`src/rtl/ifd_pkg.sv`:
```
package ifd_pkg;

    typedef enum logic [2:0] {
        ST_IDLE,
        ST_LEADER,
        ST_MARK,
        ST_SPACE,
        ST_THRESH,
        ST_CLASSIFY,
        ST_DONE
    } ifd_state_e;

endpackage

```
`src/rtl/ifd_sync.sv`:
```
// Multi-flop synchronizer for an idle-high input, with edge pulses.
module ifd_sync #(
    parameter int STAGES = 2
) (
    input  logic clk,
    input  logic rst_n,
    input  logic din,
    output logic level,
    output logic rise,
    output logic fall
);

    logic [STAGES-1:0] chain_q;
    logic              prev_q;

    always_ff @(posedge clk or negedge rst_n) begin
        if (!rst_n) begin
            chain_q <= '1;
            prev_q  <= 1'b1;
        end else begin
            chain_q <= {chain_q[STAGES-2:0], din};
            prev_q  <= chain_q[STAGES-1];
        end
    end

    assign level = chain_q[STAGES-1];
    assign rise  = level & ~prev_q;
    assign fall  = ~level & prev_q;

endmodule

```
`src/rtl/ifd_prescale.sv`:
```
// Tick enable: one pulse every DIV clocks (always on when DIV is 1).
module ifd_prescale #(
    parameter int DIV = 800
) (
    input  logic clk,
    input  logic rst_n,
    output logic tick
);

    generate
        if (DIV <= 1) begin : g_passthru
            assign tick = 1'b1;
        end else begin : g_divider
            localparam int PW = $clog2(DIV);
            localparam logic [PW-1:0] LAST = PW'(DIV - 1);
            logic [PW-1:0] div_q;

            always_ff @(posedge clk or negedge rst_n) begin
                if (!rst_n) begin
                    div_q <= '0;
                end else if (div_q == LAST) begin
                    div_q <= '0;
                end else begin
                    div_q <= div_q + 1'b1;
                end
            end

            assign tick = (div_q == LAST);
        end
    endgenerate

endmodule

```
`src/rtl/ifd_pair_store.sv`:
```
// Storage for per-bit (mark, space) tick counts, with two read ports:
// one returns the summed period, the other the raw pair.
module ifd_pair_store #(
    parameter int DEPTH = 12,
    parameter int CW    = 8,
    parameter int IW    = 4
) (
    input  logic          clk,
    input  logic          rst_n,
    input  logic          wr_en,
    input  logic [IW-1:0] wr_idx,
    input  logic [CW-1:0] wr_mark,
    input  logic [CW-1:0] wr_space,
    input  logic [IW-1:0] sum_idx,
    output logic [CW:0]   sum_out,
    input  logic [IW-1:0] raw_idx,
    output logic [CW-1:0] raw_mark,
    output logic [CW-1:0] raw_space
);

    localparam logic [IW-1:0] DEPTH_L = IW'(DEPTH);

    logic [CW-1:0] mark_mem  [DEPTH];
    logic [CW-1:0] space_mem [DEPTH];

    generate
        for (genvar g = 0; g < DEPTH; g++) begin : g_entry
            always_ff @(posedge clk or negedge rst_n) begin
                if (!rst_n) begin
                    mark_mem[g]  <= '0;
                    space_mem[g] <= '0;
                end else if (wr_en && (wr_idx == IW'(g))) begin
                    mark_mem[g]  <= wr_mark;
                    space_mem[g] <= wr_space;
                end
            end
        end
    endgenerate

    always_comb begin
        sum_out = '0;
        if (sum_idx < DEPTH_L) begin
            sum_out = {1'b0, mark_mem[sum_idx]} + {1'b0, space_mem[sum_idx]};
        end
    end

    always_comb begin
        raw_mark  = '0;
        raw_space = '0;
        if (raw_idx < DEPTH_L) begin
            raw_mark  = mark_mem[raw_idx];
            raw_space = space_mem[raw_idx];
        end
    end

endmodule

```
`src/rtl/ir_frame_decoder.sv`:
```
module ir_frame_decoder
    import ifd_pkg::*;
#(
    parameter int TICK_DIV = 800,
    parameter int CNT_W    = 8,
    parameter int MAX_BITS = 12,
    parameter int WORD_W   = 32,
    localparam int IDX_W   = $clog2(MAX_BITS + 1),
    localparam int SUM_W   = CNT_W + 1
) (
    input  logic              clk,
    input  logic              rst_n,
    input  logic              ir_rx_i,
    output logic [WORD_W-1:0] word_o,
    output logic [IDX_W-1:0]  bit_count_o,
    output logic [SUM_W-1:0]  threshold_o,
    output logic              frame_done_o,
    input  logic [IDX_W-1:0]  rd_idx_i,
    output logic [CNT_W-1:0]  rd_mark_o,
    output logic [CNT_W-1:0]  rd_space_o
);

    localparam logic [CNT_W-1:0] CNT_MAX  = {CNT_W{1'b1}};
    localparam logic [SUM_W-1:0] MIN_INIT = SUM_W'(CNT_MAX);
    localparam logic [IDX_W-1:0] LAST_BIT = IDX_W'(MAX_BITS - 1);

    ifd_state_e state_q, state_d;

    logic             ir_lvl, ir_rise, ir_fall, tick;
    logic [CNT_W-1:0] cnt_q, cnt_inc, mark_q;
    logic [IDX_W-1:0] nbits_q, cls_idx_q;
    logic [SUM_W-1:0] min_q, max_q, thr_q, sum_now, stored_sum;
    logic [WORD_W-1:0] acc_q;
    logic             store_en;

    ifd_sync #(.STAGES(2)) u_sync (
        .clk   (clk),
        .rst_n (rst_n),
        .din   (ir_rx_i),
        .level (ir_lvl),
        .rise  (ir_rise),
        .fall  (ir_fall)
    );

    ifd_prescale #(.DIV(TICK_DIV)) u_prescale (
        .clk   (clk),
        .rst_n (rst_n),
        .tick  (tick)
    );

    ifd_pair_store #(.DEPTH(MAX_BITS), .CW(CNT_W), .IW(IDX_W)) u_store (
        .clk       (clk),
        .rst_n     (rst_n),
        .wr_en     (store_en),
        .wr_idx    (nbits_q),
        .wr_mark   (mark_q),
        .wr_space  (cnt_inc),
        .sum_idx   (cls_idx_q),
        .sum_out   (stored_sum),
        .raw_idx   (rd_idx_i),
        .raw_mark  (rd_mark_o),
        .raw_space (rd_space_o)
    );

    // Saturating phase count including the current cycle's tick.
    assign cnt_inc  = (tick && (cnt_q != CNT_MAX)) ? cnt_q + 1'b1 : cnt_q;
    assign sum_now  = {1'b0, mark_q} + {1'b0, cnt_inc};
    assign store_en = (state_q == ST_SPACE) && ir_rise;

    // State register
    always_ff @(posedge clk or negedge rst_n) begin
        if (!rst_n) begin
            state_q <= ST_IDLE;
        end else begin
            state_q <= state_d;
        end
    end

    // Next-state logic
    always_comb begin
        state_d = state_q;
        unique case (state_q)
            ST_IDLE: begin
                if (!ir_lvl) state_d = ST_LEADER;
            end
            ST_LEADER: begin
                if (ir_rise) state_d = ST_MARK;
            end
            ST_MARK: begin
                if (ir_fall) begin
                    state_d = ST_SPACE;
                end else if (cnt_inc == CNT_MAX) begin
                    state_d = ST_THRESH;
                end
            end
            ST_SPACE: begin
                if (ir_rise) begin
                    state_d = (nbits_q == LAST_BIT) ? ST_THRESH : ST_MARK;
                end
            end
            ST_THRESH: begin
                state_d = (nbits_q == '0) ? ST_DONE : ST_CLASSIFY;
            end
            ST_CLASSIFY: begin
                if (cls_idx_q == nbits_q - 1'b1) state_d = ST_DONE;
            end
            ST_DONE: begin
                state_d = ST_IDLE;
            end
            default: state_d = ST_IDLE;
        endcase
    end

    // Datapath and outputs
    always_ff @(posedge clk or negedge rst_n) begin
        if (!rst_n) begin
            cnt_q        <= '0;
            mark_q       <= '0;
            nbits_q      <= '0;
            min_q        <= MIN_INIT;
            max_q        <= '0;
            thr_q        <= '0;
            acc_q        <= '0;
            cls_idx_q    <= '0;
            word_o       <= '0;
            bit_count_o  <= '0;
            threshold_o  <= '0;
            frame_done_o <= 1'b0;
        end else begin
            frame_done_o <= 1'b0;
            unique case (state_q)
                ST_IDLE: begin
                    cnt_q   <= '0;
                    nbits_q <= '0;
                    min_q   <= MIN_INIT;
                    max_q   <= '0;
                    acc_q   <= '0;
                end
                ST_LEADER: begin
                    cnt_q <= '0;
                end
                ST_MARK: begin
                    if (ir_fall) begin
                        mark_q <= cnt_inc;
                        cnt_q  <= '0;
                    end else begin
                        cnt_q <= cnt_inc;
                    end
                end
                ST_SPACE: begin
                    if (ir_rise) begin
                        cnt_q   <= '0;
                        nbits_q <= nbits_q + 1'b1;
                        if (sum_now >= max_q) max_q <= sum_now;
                        if (sum_now < min_q)  min_q <= sum_now;
                    end else begin
                        cnt_q <= cnt_inc;
                    end
                end
                ST_THRESH: begin
                    cls_idx_q <= '0;
                    if (nbits_q == '0) begin
                        thr_q <= '0;
                    end else begin
                        thr_q <= min_q + ((max_q - min_q) >> 1);
                    end
                end
                ST_CLASSIFY: begin
                    if (stored_sum >= thr_q) acc_q[cls_idx_q] <= 1'b1;
                    cls_idx_q <= cls_idx_q + 1'b1;
                end
                ST_DONE: begin
                    word_o       <= acc_q;
                    bit_count_o  <= nbits_q;
                    threshold_o  <= thr_q;
                    frame_done_o <= 1'b1;
                end
                default: ;
            endcase
        end
    end

endmodule

```
`config.mk`:
```
export PLATFORM = sky130hd
export DESIGN_NAME = ir_frame_decoder
export DESIGN_NICKNAME = d
export VERILOG_FILES = /design/src/rtl/ifd_pkg.sv /design/src/rtl/ifd_sync.sv /design/src/rtl/ifd_prescale.sv /design/src/rtl/ifd_pair_store.sv /design/src/rtl/ir_frame_decoder.sv
export SDC_FILE = /design/constraint.sdc
export NUM_CORES = 1
export LEC_CHECK = 0
export BUFFER_PORTS_ARGS = -buffer_cell sky130_fd_sc_hd__buf_2
export CAP_MARGIN = 20
export CORE_UTILIZATION = 65
export CTS_BUF_LIST = sky130_fd_sc_hd__clkbuf_4
export DETAILED_ROUTE_END_ITERATION = 16
export PLACE_DENSITY_LB_ADDON = 0.1
export SYNTH_ARGS = -nofsm -noshare
export SYNTH_HDL_FRONTEND = slang
export SYNTH_HIERARCHICAL = 1
export SYNTH_SLANG_ARGS = --single-unit
```
`constraint.sdc`:
```
create_clock -name clk -period 4.95 [get_ports clk]
set_input_delay 0.495 -clock clk [delete_from_list [all_inputs] [get_ports clk]]
set_output_delay 0.495 -clock clk [all_outputs]
set_load 0.02 [all_outputs]
```
==> summary.txt, run 1 <==
Crit path capture type -> flop
Crit path kind -> flop to flop
Worst hold path type -> flop to flop
Die Ht -> 166 microns
Cell taking the most area after synthesis -> dfrtp_1
Clock power share -> 38.3%
Post-synth top cells -> dfrtp_1, mux2_2, nand2_1
Clock transition at path regs -> 0.06 ns
Crit path DAT -> 5.23 ns
Routing usage on met2 -> 53.2%
GRT overflow -> 0
Multi-input gate area in the final layout -> 9130 sq um
Vias per cell -> 6.23
Internal power -> 4.24 mW
Setup Skew -> 0.0574 ns
Yosys cell types -> 79
Core Rows -> 59
M3 GR Usage -> 7.39%
Mapped Area -> 17,500 sq um
H-tree lvl count -> 3
Fill cells -> 1,808
CTS tree -> done
Top cells by area, synth -> dfrtp_1, mux2_2, mux4_2
Post-Synthesis Cells -> 1,473
Cts bufs inserted -> 80
Max VDD drop -> 0.383 mV
Number of I/O pins -> 69
Hold Fails Final Rpt -> 0
Mean post-synth cell area -> 11.9 sq um
Post-synth EDFFs -> 0
Minimum clock period -> 4.70 ns
1st-pass router iterations -> 11
Status -> finished, violations left
Vias -> 12.3k
DIE AREA -> 27,600 sq um
Area grow syn2layout -> 10.5%
Final setup viols -> 0
P_leak -> 9.43 nW
GRT busiest layer -> met2
Fin. max-slew vios -> 0
GP Congestion -> 0.899
Reg power frac -> 44.2%
Post-synth top area share -> 42.0%
Power Total -> 5.96 mW
First-pass GRT wire length -> 68.2 mm
Clk root buf -> clkbuf_4
Worst slew pin tran -> 1.04 ns
Power Dens Cells -> 308 nW/um^2
Predominant post-synthesis flop cell -> dfrtp_1
Yosys warning count -> 6
Vias in the first global route -> 12.6k
Routed Antenna Nets -> 0
Sw Share -> 29.0%
Most common cell in the netlist -> dfrtp_1
Slew margin rel. -> 30.9%
Synth async-reset ratio -> 100%
Max_cap viols -> 0
DRC Markers -> 8
Seq/Total Area, Yosys -> 43.7%
M1 GR Usage -> 41.2%
Avg WL per Cell -> 21.7 microns
Routed wire length -> 42.8 mm
Initial drt markers -> 913
Layout cell share with drive strength beyond 1 -> 35.9%
Fmax -> 213 MHz
Required time of the critical path -> 5.48 ns
Comb power frac -> 17.5%
Clock sink total -> 305
Initial antenna violation count -> 1
NumNets Final -> 1,655
Crit path max fanout -> 8
Reg area -> 7650 sq um
Max Root-Sink Buffers -> 3
CP Launch Type -> flop
Initial Util -> 66.8%
Seq cells post-synth -> 305
P_sw -> 1.73 mW
Gr usage total -> 31.9%
Die X -> 166 microns
Core area -> 26,200 sq um
DP HPWL -> 27.6 mm
Crit share post-route -> 95.0%
Worst skew pair latency -> 0.70 ns
Failing checks -> design-rule violations
PortBufs -> 52
Pin count of the biggest net entering global routing -> 130
Final Core Density -> 73.8%
-- per-stage QoR --
step                      hold WS, ns  instances  TNS (ns)  cell area [sq um]  setup slack (ns)
after floorplan                 0.199       1488         0              17600             0.390
after global placement          0.346       1822         0              18100             0.242
after detailed placement        0.349       1823         0              18100            0.0725
after CTS                       0.358       1964         0              19200           0.00401
after global routing            0.360       1971  -0.00600              19300          -0.00436
final                           0.360       1971         0              19300             0.246
-- layout make-up --
class                   instances  area share (%)
well taps                     335            2.17
repair buffers                119            4.26
flip-flops and latches        305            39.5
multi-input cells             999            47.2
clock buffers                 119            4.62
inverters                      73            1.42
diodes                          1          0.0129
clock inverters                20           0.828
-- state kept, by name, indices dropped and copies added, names as in the netlist, 4 cells and up --
signal	cells
acc_q	16
bit_count_o	4
cls_idx_q	4
cnt_q	8
mark_q	8
max_q	9
min_q	9
nbits_q	4
thr_q	9
threshold_o	9
u_prescale/g_divider.div_q	10
u_store/mark_mem	96
u_store/space_mem	96
word_o	16
-- worst paths after layout --
path | start | to | slack (ns) | depth (start not counted)
worst max-delay path | u_prescale/g_divider.div_q[0]$_DFF_PN0_ | max_q[6]$_DFFE_PN0P_ | 0.25 | 18
max in group asynchronous | rst_n | mark_q[1]$_DFFE_PN0P_ | 3.13 | 3
min in group asynchronous | rst_n | word_o[6]$_DFFE_PN0P_ | 0.49 | 2
worst max register to register | u_prescale/g_divider.div_q[0]$_DFF_PN0_ | max_q[6]$_DFFE_PN0P_ | 0.25 | 18
worst min-delay path | u_sync/chain_q[0]$_DFF_PN1_ | u_sync/chain_q[1]$_DFF_PN1_ | 0.36 | 0
worst min register to register | u_sync/chain_q[0]$_DFF_PN1_ | u_sync/chain_q[1]$_DFF_PN1_ | 0.36 | 0
-- placed cells by master, fill, tap and decap left out, drive strengths merged, types with 4 or more instances in the layout --
cell type and n:
conb 16, dfstp 11, nand4 4, fa 4, nand3 21, nand2b 14
mux2 232, nand3b 4, o31ai 23, mux2i 31, o21ai 68, xor2 12
nor3 15, a211oi 10, clkinv 18, dfrtp 294, ha 66, clkbuf 119
or3 6, a31oi 7, a21oi 20, inv 72, buf 117, nor2b 18
nor2 78, xnor2 25, a22o 8, mux4 80, o22ai 31, a21o 9
nand2 145, nor3b 4
-- timing repair --
action | 4_1_cts | 5_1_grt
gates resized for setup | 0 | 18
buffers inserted | 0 | 5
hold buffers | 2 | 0
endpoints found under the setup margin | 0 | 34
hold endpoints to repair | 127 | 0
-- worst max-delay path: stages, from the launching register on --
cell and delay, ns:
dfrtp_1 0.40, ha_1 0.23, and4_4 0.25, nor3b_4 0.35
inv_1 0.15, nor3_2 0.24, mux2i_1 0.27, inv_1 0.11
ha_1 0.31, o21ai_0 0.11, nor2b_1 0.15, a21oi_1 0.16
xor2_1 0.23, ha_1 0.31, and4_1 0.22, a221o_1 0.33
a31oi_4 0.19, a32oi_4 0.20, mux2_2 0.32
-- layer usage --
layer  vias to the layer above  share of wire (%)
li1                       5530                  -
met1                      6250                 41
met2                       410                 50
met3                        95                6.8
met4                         0                2.6
met5                         -                  0
-- cells by family (layout without fill, tap and decap cells) --
logic type | Yosys count | in the layout | synth area share (%)
mux | 343 | 343 | 27.6
buf+inv | 184 | 331 | 5.06
xor+xnor | 37 | 37 | 1.89
fa+ha+maj | 70 | 70 | 5.18
simple gates | 325 | 325 | 8.78
flops | 305 | 305 | 43.7
compound gates | 208 | 208 | 7.77
other cells | 1 | 17 | 0.0214
-- power by group through the flow --
stage                     registers [mW]  clock network (mW)  logic, mW
after global placement              2.68                   0      0.993
after global routing                2.64                2.47       1.16
final                               2.64                2.28       1.05
after detailed placement            2.68                   0       1.02
after floorplan                     2.64                   0      0.792
after CTS                           2.64                2.33       1.03
No activity file was read; power rests on OpenSTA's default activity.
==> inputs of run 2 (changes only) <==
--- a/config.mk
+++ b/config.mk
@@ -11,6 +11,7 @@
 export CTS_BUF_LIST = sky130_fd_sc_hd__clkbuf_4
 export DETAILED_ROUTE_END_ITERATION = 16
 export PLACE_DENSITY_LB_ADDON = 0.1
+export RECOVER_POWER = 25
 export SYNTH_ARGS = -nofsm -noshare
 export SYNTH_HDL_FRONTEND = slang
 export SYNTH_HIERARCHICAL = 1
==> run 2 against run 1 <==
  * Cell count unchanged
  * Critical endpoint unchanged
  * First-iteration DRC count increased by 9.7%
  * Die area unchanged
  * Clock-buffer cell count unchanged
  * Total power about the same
  * Sequential share of layout area increased by 0.051 points
  * Cell area decreased by 0.13%
  * The run ends with design-rule violations, max-capacitance violations, max-slew violations left
  * Register-to-register slack about the same
  * Fmax about the same
  * Worst setup slack improved by 0.0037 ns
==> summary.txt, run 2 (same netlist as run 1, synthesis figures left out) <==
Status -> finished, violations left (unchanged)
Failing checks -> design-rule violations, max-capacitance violations, max-slew violations (was design-rule violations)
CP Launch Point -> u_prescale/g_divider.div_q[0]$_DFF_PN0_ (unchanged)
CP Launch Type -> flop (unchanged)
Routed Antenna Nets -> 0 (unchanged)
Clk root buf -> clkbuf_4 (unchanged)
Slew margin rel. -> -116% (was 30.9%)
Crit path DAT -> 5.23 ns (about the same)
DRC Markers -> 8 (unchanged)
GRT overflow -> 0 (unchanged)
Initial drt markers -> 1,002 (was 913)
Clock sink total -> 305 (unchanged)
Vias per cell -> 6.23 (about the same)
Die X -> 166 microns (unchanged)
Core Rows -> 59 (unchanged)
Layout cell share with drive strength beyond 1 -> 35.5% (was 35.9%)
P_sw -> 1.73 mW (about the same)
Pin count of the biggest net entering global routing -> 130 (unchanged)
Max VDD drop -> 0.383 mV (about the same)
Gr usage total -> 31.9% (unchanged)
Avg WL per Cell -> 21.7 microns (about the same)
First-pass GRT wire length -> 68.2 mm (unchanged)
Max Root-Sink Buffers -> 3 (unchanged)
NumNets Final -> 1,655 (unchanged)
DR WL met2 -> 21.2 mm (was 21.3 mm)
Power Dens Cells -> 309 nW/um^2 (was 308 nW/um^2)
Initial antenna violation count -> 1 (unchanged)
Crit path max fanout -> 8 (unchanged)
Crit path kind -> flop to flop (unchanged)
P_leak -> 9.40 nW (was 9.43 nW)
Max_cap viols -> 2 (was 0)
Reg area -> 7650 sq um (unchanged)
Top Layer Used -> met4 (unchanged)
Multi-input gate area in the final layout -> 9130 sq um (unchanged)
Worst slew pin tran -> 3.24 ns (was 1.04 ns)
Minimum clock period -> 4.70 ns (about the same)
Comb power frac -> 17.5% (about the same)
Clock transition at path regs -> 0.06 ns (about the same)
Fill cells -> 1,814 (was 1,808)
Fmax -> 213 MHz (about the same)
DP HPWL -> 27.6 mm (unchanged)
Place WS -> 0.0725 ns (unchanged)
Metal-1 WL -> 17.6 mm (was 17.5 mm)
Reg2reg path depth -> 18 (unchanged)
Hold Fails Final Rpt -> 0 (unchanged)
Area grow syn2layout -> 10.4% (was 10.5%)
Internal power -> 4.24 mW (about the same)
Number of I/O pins -> 69 (unchanged)
DIE AREA -> 27,600 sq um (unchanged)
Met3 wire length -> 2.92 mm (unchanged)
Top flop regs -> u_store/mark_mem x96, u_store/space_mem x96 (unchanged)
Reg power frac -> 44.2% (about the same)
Worst skew pair latency -> 0.71 ns (was 0.70 ns)
Clock power share -> 38.3% (about the same)
Crit share post-route -> 95.0% (about the same)
Inst Count DP -> 1,823 (unchanged)
Crit path capture type -> flop (unchanged)
Commonest non-fill, non-tap cell in the layout -> dfrtp_1 (unchanged)
GP Congestion -> 0.899 (unchanged)
CTS tree -> done (unchanged)
Initial Util -> 66.8% (unchanged)
Most frequent cells in the layout -> dfrtp_1, mux2_2, nand2_1, clkbuf_4, mux4_2 (unchanged)
Die Ht -> 166 microns (unchanged)
Fin. max-slew vios -> 169 (was 0)
Worst hold path type -> flop to flop (unchanged)
PortBufs -> 52 (unchanged)
Core area -> 26,200 sq um (unchanged)
Final setup viols -> 0 (unchanged)
1st-pass router iterations -> 11 (unchanged)
Vias -> 12.3k (about the same)
H-tree lvl count -> 3 (unchanged)
Routed wire length -> 42.8 mm (about the same)
Worst reg2reg setup slack -> 0.25 ns (about the same)
Worst r2r src -> u_prescale/g_divider.div_q[0]$_DFF_PN0_ (unchanged)
Reg-to-Reg End -> max_q[6]$_DFFE_PN0P_ (unchanged)
Sw Share -> 29.0% (about the same)
Vias in the first global route -> 12.6k (unchanged)
Final worst slack -> 0.250 ns (was 0.246 ns)
CP endpoint -> max_q[6]$_DFFE_PN0P_ (unchanged)
Setup Skew -> 0.0582 ns (was 0.0574 ns)
Cts bufs inserted -> 80 (unchanged)
Post-Layout Cell Count -> 1,971 (unchanged)
Hold_ws -> 0.366 ns (was 0.360 ns)
Required time of the critical path -> 5.48 ns (about the same)
## run 2: cell type report
cell class / instances / share of cell area (%)
Antenna cell: 1 / 0.0130
Inverter: 73 / 1.42
Clock buffer: 119 / 4.62
Timing Repair Buffer: 119 / 4.13
Tap cell: 335 / 2.17
Sequential cell: 305 / 39.6
Clock inverter: 20 / 0.829
Multi-Input combinational cell: 999 / 47.2
## run 2: layer usage
metal / vias to the layer above / track usage, %
met5: - / 0
met2: 404 / 53.2
li1: 5530 / -
met1: 6255 / 41.2
met4: 0 / 10.9
met3: 98 / 7.39
## run 2: through the flow
step                util (%)  TNS [ns]  cell area [sq um]  power (mW)
CTS                     73.3         0              19200        6.00
global route            73.7  -0.00313              19300        6.27
finish                  73.7         0              19300        5.97
global placement        69.1         0              18100        3.68
detailed placement      69.2         0              18100        3.70
floorplan                  -         0              17600        3.43
## run 2: worst min-delay path by stage
stage                                startpoint                          end  cells past startpoint
floorplan                                 rst_n         acc_q[0]$_DFFE_PN0P_                      0
global placement    u_sync/chain_q[0]$_DFF_PN1_  u_sync/chain_q[1]$_DFF_PN1_                      0
detailed placement  u_sync/chain_q[0]$_DFF_PN1_  u_sync/chain_q[1]$_DFF_PN1_                      0
CTS                 u_sync/chain_q[0]$_DFF_PN1_  u_sync/chain_q[1]$_DFF_PN1_                      0
global route        u_sync/chain_q[0]$_DFF_PN1_  u_sync/chain_q[1]$_DFF_PN1_                      0
finish              u_sync/chain_q[0]$_DFF_PN1_  u_sync/chain_q[1]$_DFF_PN1_                      0
## run 2: power by group through the flow
stage	Combinational [mW]	Clock [mW]	Sequential, mW
CTS	1.03	2.33	2.64
detailed placement	1.02	0	2.68
floorplan	0.792	0	2.64
finish	1.04	2.28	2.64
global placement	0.993	0	2.68
global route	1.16	2.47	2.64
## run 2: worst max-delay path, stage by stage, from the launching register on
cell and delay, ns:
dfrtp_1 0.40, ha_1 0.23, and4_4 0.25, nor3b_4 0.35, inv_1 0.15, nor3_2 0.24
mux2i_1 0.27, inv_1 0.11, ha_1 0.31, o21ai_0 0.11, nor2b_1 0.15, a21oi_1 0.16
xor2_1 0.23, ha_1 0.31, and4_1 0.22, a221o_1 0.33, a31oi_4 0.19, a32oi_4 0.20
mux2_2 0.32
## run 2: timing repair
| action | in CTS | in global routing |
|---|---|---|
| hold buffers | 2 | 0 |
| hold endpoints to repair | 127 | 0 |
| setup endpoints to repair | 0 | 34 |
| buffers inserted | 0 | 5 |
| resized for setup | 0 | 18 |
